==> src/rtl/ea_pkg.sv <==
package ea_pkg;
    localparam int MODE_W = 5;
    localparam int REG_W  = 3;
    localparam int EXT_W  = 16;
    localparam int DISP_W = 8;
    localparam logic [REG_W-1:0] STACK_REG = 3'd7;

    localparam logic [MODE_W-1:0] MD_DREG   = 5'b00000;
    localparam logic [MODE_W-1:0] MD_AREG   = 5'b00001;
    localparam logic [MODE_W-1:0] MD_AIND   = 5'b00010;
    localparam logic [MODE_W-1:0] MD_APOST  = 5'b00011;
    localparam logic [MODE_W-1:0] MD_APRE   = 5'b00100;
    localparam logic [MODE_W-1:0] MD_ADISP  = 5'b00101;
    localparam logic [MODE_W-1:0] MD_AIDX   = 5'b00110;
    localparam logic [MODE_W-1:0] MD_ABSW   = 5'b01000;
    localparam logic [MODE_W-1:0] MD_ABSL   = 5'b01001;
    localparam logic [MODE_W-1:0] MD_PCDISP = 5'b01010;
    localparam logic [MODE_W-1:0] MD_PCIDX  = 5'b01011;
    localparam logic [MODE_W-1:0] MD_IMM    = 5'b01100;
    localparam logic [MODE_W-1:0] MD_QUICK  = 5'b01101;

    localparam logic [1:0] SZ_B = 2'b00;
    localparam logic [1:0] SZ_W = 2'b01;
    localparam logic [1:0] SZ_L = 2'b10;

    typedef enum logic [2:0] {
        ST_IDLE,
        ST_BASE,
        ST_EXT_HI,
        ST_EXT_LO,
        ST_INDEX,
        ST_DONE
    } st_e;
endpackage

==> src/rtl/ea_step.sv <==
module ea_step
    import ea_pkg::*;
(
    input  logic [1:0] size,
    input  logic       is_stack,
    output logic [2:0] step
);
    always_comb begin
        unique case (size)
            SZ_B:    step = is_stack ? 3'd2 : 3'd1;
            SZ_W:    step = 3'd2;
            default: step = 3'd4;
        endcase
    end
endmodule

==> src/rtl/ea_index_sum.sv <==
module ea_index_sum
    import ea_pkg::*;
#(
    parameter int XLEN = 32
) (
    input  logic [XLEN-1:0]  base,
    input  logic [EXT_W-1:0] ext,
    input  logic [XLEN-1:0]  idx_data,
    output logic [REG_W:0]   idx_sel,
    output logic [XLEN-1:0]  sum
);
    logic [XLEN-1:0] idx_term;
    logic [XLEN-1:0] disp_term;

    always_comb begin
        idx_sel   = {ext[15], ext[14:12]};
        idx_term  = ext[11] ? idx_data
                            : {{(XLEN-EXT_W){idx_data[EXT_W-1]}}, idx_data[EXT_W-1:0]};
        disp_term = {{(XLEN-DISP_W){ext[DISP_W-1]}}, ext[DISP_W-1:0]};
        sum       = base + disp_term + idx_term;
    end
endmodule

==> src/rtl/opnd_loc_gen.sv <==
module opnd_loc_gen
    import ea_pkg::*;
#(
    parameter int XLEN = 32
) (
    input  logic              clk,
    input  logic              rst_n,
    input  logic              start,
    input  logic [MODE_W-1:0] mode,
    input  logic [REG_W-1:0]  reg_num,
    input  logic [1:0]        op_size,
    input  logic [XLEN-1:0]   pc_in,
    input  logic [XLEN-1:0]   quick_value,
    output logic [REG_W:0]    rf_rd_sel,
    input  logic [XLEN-1:0]   rf_rd_data,
    output logic              an_wr_en,
    output logic [REG_W-1:0]  an_wr_idx,
    output logic [XLEN-1:0]   an_wr_data,
    output logic              fetch_req,
    output logic [XLEN-1:0]   fetch_addr,
    input  logic [EXT_W-1:0]  fetch_data,
    input  logic              fetch_valid,
    output logic              done,
    output logic [XLEN-1:0]   ea_value,
    output logic              is_addr,
    output logic [XLEN-1:0]   pc_out
);
    localparam logic [XLEN-1:0] WORD_BYTES = XLEN'(EXT_W / 8);

    st_e               st_q, st_d;
    logic [MODE_W-1:0] mode_q;
    logic [REG_W-1:0]  reg_q;
    logic [1:0]        size_q;
    logic [XLEN-1:0]   quick_q, pc_q, base_q, val_q, wbdata_q;
    logic [EXT_W-1:0]  hi_q, ext_q;
    logic              isaddr_q, wb_q;

    logic [2:0]        step;
    logic [XLEN-1:0]   step_x, ext_sx, idx_sum;
    logic [REG_W:0]    idx_sel;
    logic              is_idx_mode, is_pc_mode, fetch_ok;

    ea_step u_step (
        .size     (size_q),
        .is_stack (reg_q == STACK_REG),
        .step     (step)
    );

    ea_index_sum #(.XLEN(XLEN)) u_index (
        .base     (base_q),
        .ext      (ext_q),
        .idx_data (rf_rd_data),
        .idx_sel  (idx_sel),
        .sum      (idx_sum)
    );

    assign step_x      = XLEN'(step);
    assign ext_sx      = {{(XLEN-EXT_W){fetch_data[EXT_W-1]}}, fetch_data};
    assign is_idx_mode = (mode_q == MD_AIDX) || (mode_q == MD_PCIDX);
    assign is_pc_mode  = (mode_q == MD_PCDISP) || (mode_q == MD_PCIDX);
    assign fetch_ok    = fetch_req && fetch_valid;

    // State register
    always_ff @(posedge clk or negedge rst_n) begin
        if (!rst_n) st_q <= ST_IDLE;
        else        st_q <= st_d;
    end

    // Transitions
    always_comb begin
        st_d = st_q;
        unique case (st_q)
            ST_IDLE:   if (start) st_d = ST_BASE;
            ST_BASE: begin
                case (mode_q)
                    MD_ADISP, MD_AIDX, MD_PCDISP, MD_PCIDX, MD_ABSW: st_d = ST_EXT_LO;
                    MD_ABSL: st_d = ST_EXT_HI;
                    MD_IMM:  st_d = (size_q == SZ_L) ? ST_EXT_HI : ST_EXT_LO;
                    default: st_d = ST_DONE;
                endcase
            end
            ST_EXT_HI: if (fetch_valid) st_d = ST_EXT_LO;
            ST_EXT_LO: if (fetch_valid) st_d = is_idx_mode ? ST_INDEX : ST_DONE;
            ST_INDEX:  st_d = ST_DONE;
            ST_DONE:   st_d = ST_IDLE;
            default:   st_d = ST_IDLE;
        endcase
    end

    // Datapath and registered outputs
    always_ff @(posedge clk or negedge rst_n) begin
        if (!rst_n) begin
            mode_q   <= '0;
            reg_q    <= '0;
            size_q   <= '0;
            quick_q  <= '0;
            pc_q     <= '0;
            base_q   <= '0;
            val_q    <= '0;
            wbdata_q <= '0;
            hi_q     <= '0;
            ext_q    <= '0;
            isaddr_q <= 1'b0;
            wb_q     <= 1'b0;
        end else begin
            unique case (st_q)
                ST_IDLE: begin
                    if (start) begin
                        mode_q  <= mode;
                        reg_q   <= reg_num;
                        size_q  <= op_size;
                        quick_q <= quick_value;
                        pc_q    <= pc_in;
                        wb_q    <= 1'b0;
                    end
                end
                ST_BASE: begin
                    base_q   <= is_pc_mode ? pc_q : rf_rd_data;
                    val_q    <= '0;
                    isaddr_q <= 1'b0;
                    case (mode_q)
                        MD_DREG, MD_AREG: val_q <= rf_rd_data;
                        MD_QUICK: val_q <= quick_q;
                        MD_AIND: begin
                            val_q    <= rf_rd_data;
                            isaddr_q <= 1'b1;
                        end
                        MD_APOST: begin
                            val_q    <= rf_rd_data;
                            isaddr_q <= 1'b1;
                            wb_q     <= 1'b1;
                            wbdata_q <= rf_rd_data + step_x;
                        end
                        MD_APRE: begin
                            val_q    <= rf_rd_data - step_x;
                            isaddr_q <= 1'b1;
                            wb_q     <= 1'b1;
                            wbdata_q <= rf_rd_data - step_x;
                        end
                        default: ;
                    endcase
                end
                ST_EXT_HI: begin
                    if (fetch_valid) begin
                        hi_q <= fetch_data;
                        pc_q <= pc_q + WORD_BYTES;
                    end
                end
                ST_EXT_LO: begin
                    if (fetch_valid) begin
                        pc_q  <= pc_q + WORD_BYTES;
                        ext_q <= fetch_data;
                        case (mode_q)
                            MD_ABSW: begin
                                val_q    <= ext_sx;
                                isaddr_q <= 1'b1;
                            end
                            MD_ABSL: begin
                                val_q    <= XLEN'({hi_q, fetch_data});
                                isaddr_q <= 1'b1;
                            end
                            MD_IMM: begin
                                if (size_q == SZ_B)      val_q <= XLEN'(fetch_data[7:0]);
                                else if (size_q == SZ_W) val_q <= XLEN'(fetch_data);
                                else                     val_q <= XLEN'({hi_q, fetch_data});
                            end
                            MD_ADISP, MD_PCDISP: begin
                                val_q    <= base_q + ext_sx;
                                isaddr_q <= 1'b1;
                            end
                            default: ;
                        endcase
                    end
                end
                ST_INDEX: begin
                    val_q    <= idx_sum;
                    isaddr_q <= 1'b1;
                end
                ST_DONE: ;
                default: ;
            endcase
        end
    end

    always_comb begin
        rf_rd_sel  = (st_q == ST_INDEX) ? idx_sel : {(mode_q != MD_DREG), reg_q};
        fetch_req  = (st_q == ST_EXT_HI) || (st_q == ST_EXT_LO);
        fetch_addr = pc_q;
        done       = (st_q == ST_DONE);
        an_wr_en   = done && wb_q;
        an_wr_idx  = reg_q;
        an_wr_data = wbdata_q;
        ea_value   = val_q;
        is_addr    = isaddr_q;
        pc_out     = pc_q;
    end

    // completion is a single-cycle pulse
    assert_done_pulse_R11: assert property (@(posedge clk) disable iff (!rst_n)
        done |=> !done);

    // each accepted extension word moves the program counter by one word
    assert_pc_step_R11: assert property (@(posedge clk) disable iff (!rst_n)
        fetch_ok |=> (pc_out == $past(pc_out) + WORD_BYTES));

    // without a fetch or a new start the program counter holds
    assert_pc_hold_R11: assert property (@(posedge clk) disable iff (!rst_n)
        (!fetch_ok && !(st_q == ST_IDLE && start)) |=> $stable(pc_out));

    // write-back appears only with completion
    assert_wb_with_done_R5: assert property (@(posedge clk) disable iff (!rst_n)
        an_wr_en |-> done);

    // byte post-increment on the stack register steps by two
    assert_sp_byte_step_R7: assert property (@(posedge clk) disable iff (!rst_n)
        (an_wr_en && an_wr_idx == STACK_REG && size_q == SZ_B && mode_q == MD_APOST)
            |-> (an_wr_data == ea_value + XLEN'(2)));

    // direct and quick modes never report an address
    assert_value_modes_R2: assert property (@(posedge clk) disable iff (!rst_n)
        (done && (mode_q == MD_DREG || mode_q == MD_AREG || mode_q == MD_QUICK)) |-> !is_addr);
endmodule

==> config.mk <==
export PLATFORM = sky130hd
export DESIGN_NAME = opnd_loc_gen
export DESIGN_NICKNAME = d
export VERILOG_FILES = /design/src/rtl/ea_pkg.sv /design/src/rtl/ea_step.sv /design/src/rtl/ea_index_sum.sv /design/src/rtl/opnd_loc_gen.sv
export SDC_FILE = /design/constraint.sdc
export NUM_CORES = 1
export LEC_CHECK = 0
export BUFFER_PORTS_ARGS = -buffer_cell sky130_fd_sc_hd__buf_2
export CAP_MARGIN = 20
export CELL_PAD_IN_SITES_DETAIL_PLACEMENT = 0
export CELL_PAD_IN_SITES_GLOBAL_PLACEMENT = 1
export CORE_UTILIZATION = 39
export DETAILED_ROUTE_END_ITERATION = 8
export GPL_TIMING_DRIVEN = 0
export HOLD_SLACK_MARGIN = 0.15
export PLACE_DENSITY = 0.82
export REMOVE_ABC_BUFFERS = 1
export SLEW_MARGIN = 20
export SYNTH_ARGS = -nofsm -noshare
export SYNTH_HDL_FRONTEND = slang
export SYNTH_SLANG_ARGS = --single-unit
==> constraint.sdc <==
create_clock -name clk -period 4.25 [get_ports clk]
set_input_delay 0.85 -clock clk [delete_from_list [all_inputs] [get_ports clk]]
set_output_delay 0.85 -clock clk [all_outputs]
set_load 0.005 [all_outputs]
==> reports/results.txt <==
The first routing iteration left 1185 violations. Once detailed placement completed, the half-perimeter wirelength came to 44.4 mm. Buffers placed on the I/O ports in this run total 264. The number of placement rows was 73. The total of endpoints with negative setup slack in the final report was 0.

The flow ran to the end, and the final reports show no timing, DRC or antenna violations. The tools report the first-pass GRT wire length as 87.8 mm. The post-synthesis sequential area ratio was 32.3%; the number of ports placed on the die boundary was 265.

The run gives 0.57 ns as the insertion delay to the later sink of the worst-skew pair. In the routed design, unresolved DRC markers number 0. The total via count in the routed design was 15500; the number of warnings issued by yosys was 0.

The clock period could shrink to 4.08 ns. The worst setup path is launched from a flip-flop. The most used flip-flop cell after synthesis is sky130_fd_sc_hd__dfrtp_1. Most common cell after layout, fill and taps aside: sky130_fd_sc_hd__nand2_1. The via-per-instance ratio is 5.82. The largest total area in the synthesized netlist belongs to sky130_fd_sc_hd__dfrtp_1. The path class of the tightest hold or removal check is reg2reg. In the synthesized netlist, the number of instances is 1961. Compared with the post-synthesis result, the final layout area differs by 17.4%. The tools report the buffer type at the clock tree root as sky130_fd_sc_hd__clkbuf_16. The maximum clock frequency was 245 MHz; the number of clock sinks was 204. Along the worst path, the maximum fanout reaches 7.

After synthesis the netlist holds a flip-flop and latch count of 204. Once detail routing completed, the nets flagged for antenna violations numbered 0. The run gives 0.470 ns as the worst hold slack after final layout.

Dividing the detail-routed wire length by the instance count gives 21.6 um. The tools report the number of antenna violations at the first check in global routing as 5. The run gives 2347 as the final-stage net count.

The worst supply voltage drop on vdd is 0.455 mV, and the number of hold violations in the final report is 0. Counting the buffers created by CTS gives 26. Summed over all layers, the global routing overflow is 0. Measured along the x axis, the die boundary spans 203 um. In this run, distinct cell masters in the synthesized netlist total 76. The clock passes through at most 3 buffers. In this run the power density over the cells is 981 nW/um2.

The die covers 41400 um2. The tools report the worst path arrival time as 4.51 ns. Across the run, the number of max-cap violations was 0.

The core outline area came out at 39900 um2. Setup repair after global routing left no endpoint under its margin. Entering global routing, the biggest net connects 95 pins. The run gives 0.0204 ns as the worst setup skew after layout. The final-report max-slew violation count is 0. The portion of synthesized cell area occupied by the leading cell type works out to 32.3%.

The type of the setup path with the least slack was reg2reg. Across every metal layer, demand over resource in global routing totals 27.6%. For this block, the routed nets add up to 57.6 mm of wire. Dividing the synthesized area by the synthesized cell count gives 8.07 um2.

The H-tree depth reported by CTS was 1; the number of search-and-repair iterations in the first detailed-routing pass was 5. The run gives 15800 um2 as the synthesized area. Clock-pin slew was measured on the worst setup and hold paths at 0.06 ns. In this run the static leakage power is 0.00815 uW. By area the synthesized netlist is led by sky130_fd_sc_hd__dfrtp_1 32%, sky130_fd_sc_hd__nand2_1 8.0%, sky130_fd_sc_hd__a21oi_1 6.6%. For this run, asynchronously set or reset flops after synthesis account for 100%. The final critical path takes up 96.1% of the cycle. The worst setup path is captured at a flip-flop. For the pin with the worst max-slew slack, the measured transition is 0.975 ns. The max-slew headroom at the worst pin came out at 34.9%. In the layout the commonest cells are 337 x sky130_fd_sc_hd__nand2_1, 267 x sky130_fd_sc_hd__buf_2, 206 x sky130_fd_sc_hd__a21oi_1.

The tools report the data required time at the worst endpoint as 4.67 ns. The number of enable-type register cells in the synthesized netlist is 0. The run gives 0.963 as the final weighted congestion of routability-driven global placement. TritonCTS built the clock tree.

Cells with a size suffix above 1 make up 19.5% of the layout. Number of global-route vias before repair: 14500. At the end of the flow the core is filled with cells to 46.6%. The height of the chip works out to 203 um. The initial core utilization is 39.7%.
[worst paths after layout]
path,to,depth (start not counted),slack [ns],from
setup / recovery,ea_value[12]$_DFFE_PN0P_,13,0.17,size_q[0]$_DFFE_PN0P_
hold / removal,ea_value[5]$_DFFE_PN0P_,2,0.47,ea_value[5]$_DFFE_PN0P_
setup reg to reg,ea_value[12]$_DFFE_PN0P_,13,0.17,size_q[0]$_DFFE_PN0P_
hold reg to reg,ea_value[5]$_DFFE_PN0P_,2,0.47,ea_value[5]$_DFFE_PN0P_
max in group asynchronous,ea_value[26]$_DFFE_PN0P_,3,2.75,rst_n
min in group asynchronous,fetch_addr[1]$_DFFE_PN0P_,2,0.74,rst_n
[flip-flops by register name, summed over array words and instances (netlist names)]
register	count
quick_q	32
ext_q	13
fetch_addr	32
ea_value	32
an_wr_data	32
wb_q	1
mode_q	5
an_wr_idx	3
base_q	32
size_q	2
is_addr	1
hi_q	16
st_q	3
[logic make-up (layout without fill, tap and decap cells)]
group           count (synthesis)  in the layout  synth area share, %
compound gates                590            590                 22.6
simple gates                  719            719                 20.5
buf+inv                       186            362                 5.25
xor+xnor                       90             90                 4.98
mux                            69             69                 4.60
flops                         204            204                 32.3
other cells                     0              2                    0
fa+ha+maj                     103            103                 9.80
[through the flow]
stage	TNS [ns]	setup slack (ns)	total power (uW)	instances	instance area (um2)
2_1_floorplan	-113.80	-2.09	11400	1796	15100
3_3_place_gp	-961.56	-8.23	15100	2585	17100
3_5_place_dp	-4.01	-0.740	15400	2613	17500
4_1_cts	0	0.0364	18000	2661	18500
5_1_grt	0	0.0294	19700	2664	18600
6_report	0	0.165	18200	2664	18600
[worst max-delay path, stage by stage (launching register included)]
cell and delay (ns):
sky130_fd_sc_hd__dfrtp_1 0.47, sky130_fd_sc_hd__a31oi_4 0.24, sky130_fd_sc_hd__and2_1 0.19, sky130_fd_sc_hd__ha_1 0.19, sky130_fd_sc_hd__inv_1 0.06, sky130_fd_sc_hd__fa_1 0.45, sky130_fd_sc_hd__a2111o_1 0.52, sky130_fd_sc_hd__or3_4 0.46
sky130_fd_sc_hd__nor3_1 0.19, sky130_fd_sc_hd__xor2_1 0.11, sky130_fd_sc_hd__a222oi_1 0.55, sky130_fd_sc_hd__o22ai_1 0.22, sky130_fd_sc_hd__a21oi_2 0.21, sky130_fd_sc_hd__a21oi_1 0.09
[synth_stat cells, types with 5 or more instances]
library cell and instances:
sky130_fd_sc_hd__nor3_1 35, sky130_fd_sc_hd__o211ai_1 17, sky130_fd_sc_hd__xnor2_1 46, sky130_fd_sc_hd__inv_1 21
sky130_fd_sc_hd__nor3b_1 13, sky130_fd_sc_hd__o31ai_1 7, sky130_fd_sc_hd__a221oi_1 18, sky130_fd_sc_hd__nor2_1 159
sky130_fd_sc_hd__o21ai_0 151, sky130_fd_sc_hd__a21o_1 28, sky130_fd_sc_hd__a21oi_1 208, sky130_fd_sc_hd__fa_1 35
sky130_fd_sc_hd__and4_1 5, sky130_fd_sc_hd__and2_1 8, sky130_fd_sc_hd__nand4_1 18, sky130_fd_sc_hd__a2111oi_0 5
sky130_fd_sc_hd__nand2b_1 13, sky130_fd_sc_hd__a211oi_1 14, sky130_fd_sc_hd__mux2i_1 39, sky130_fd_sc_hd__o21a_1 17
sky130_fd_sc_hd__or3_1 14, sky130_fd_sc_hd__o21bai_1 7, sky130_fd_sc_hd__o22ai_1 28, sky130_fd_sc_hd__or2_2 8
sky130_fd_sc_hd__o32a_1 5, sky130_fd_sc_hd__nand3_1 40, sky130_fd_sc_hd__buf_1 9, sky130_fd_sc_hd__nor2b_1 11
sky130_fd_sc_hd__dfrtp_1 204, sky130_fd_sc_hd__o22a_1 6, sky130_fd_sc_hd__nor4_1 6, sky130_fd_sc_hd__a31oi_1 24
sky130_fd_sc_hd__a22oi_1 9, sky130_fd_sc_hd__ha_1 68, sky130_fd_sc_hd__and3_1 29, sky130_fd_sc_hd__nand2_1 337
sky130_fd_sc_hd__mux2_2 30, sky130_fd_sc_hd__buf_4 32, sky130_fd_sc_hd__xor2_1 44, sky130_fd_sc_hd__clkbuf_1 119
[area by class of cell]
cell class / count / area, um2
Antenna cell: 2 / 5.00
Clock buffer: 39 / 791
Clock inverter: 8 / 143
Fill cell: 3948 / 21300
Inverter: 21 / 78.8
Multi-Input combinational cell: 1571 / 10100
Sequential cell: 204 / 5110
Tap cell: 525 / 657
Timing Repair Buffer: 294 / 1740
[what timing repair did]
action | 4_1_cts | 5_1_grt
gates resized for setup | 5 | 11
setup endpoints to repair | 8 | 10
hold endpoints to repair | 24 | 0
pin swaps | 0 | 2
hold buffers | 1 | 0
setup buffers | 0 | 0
gates cloned | 0 | 0
[power breakdown]
group | switching [uW] | internal (uW) | leakage, uW | total (uW)
Clock | 925 | 1520 | 0.000457 | 2440
Combinational | 6900 | 4730 | 0.00526 | 11600
Sequential | 1260 | 2900 | 0.00244 | 4160
[metal layers]
layer	track usage [%]	part of all wire, %	vias to the layer above	wire length [um]
met5	0	0.061	-	35
met4	7.04	2.1	6	1200
met3	4.86	7.9	85	4530
met2	40.6	43	617	24700
met1	41.4	47	7479	27100
li1	-	-	7317	-
(Power assumes the default switching activity.)
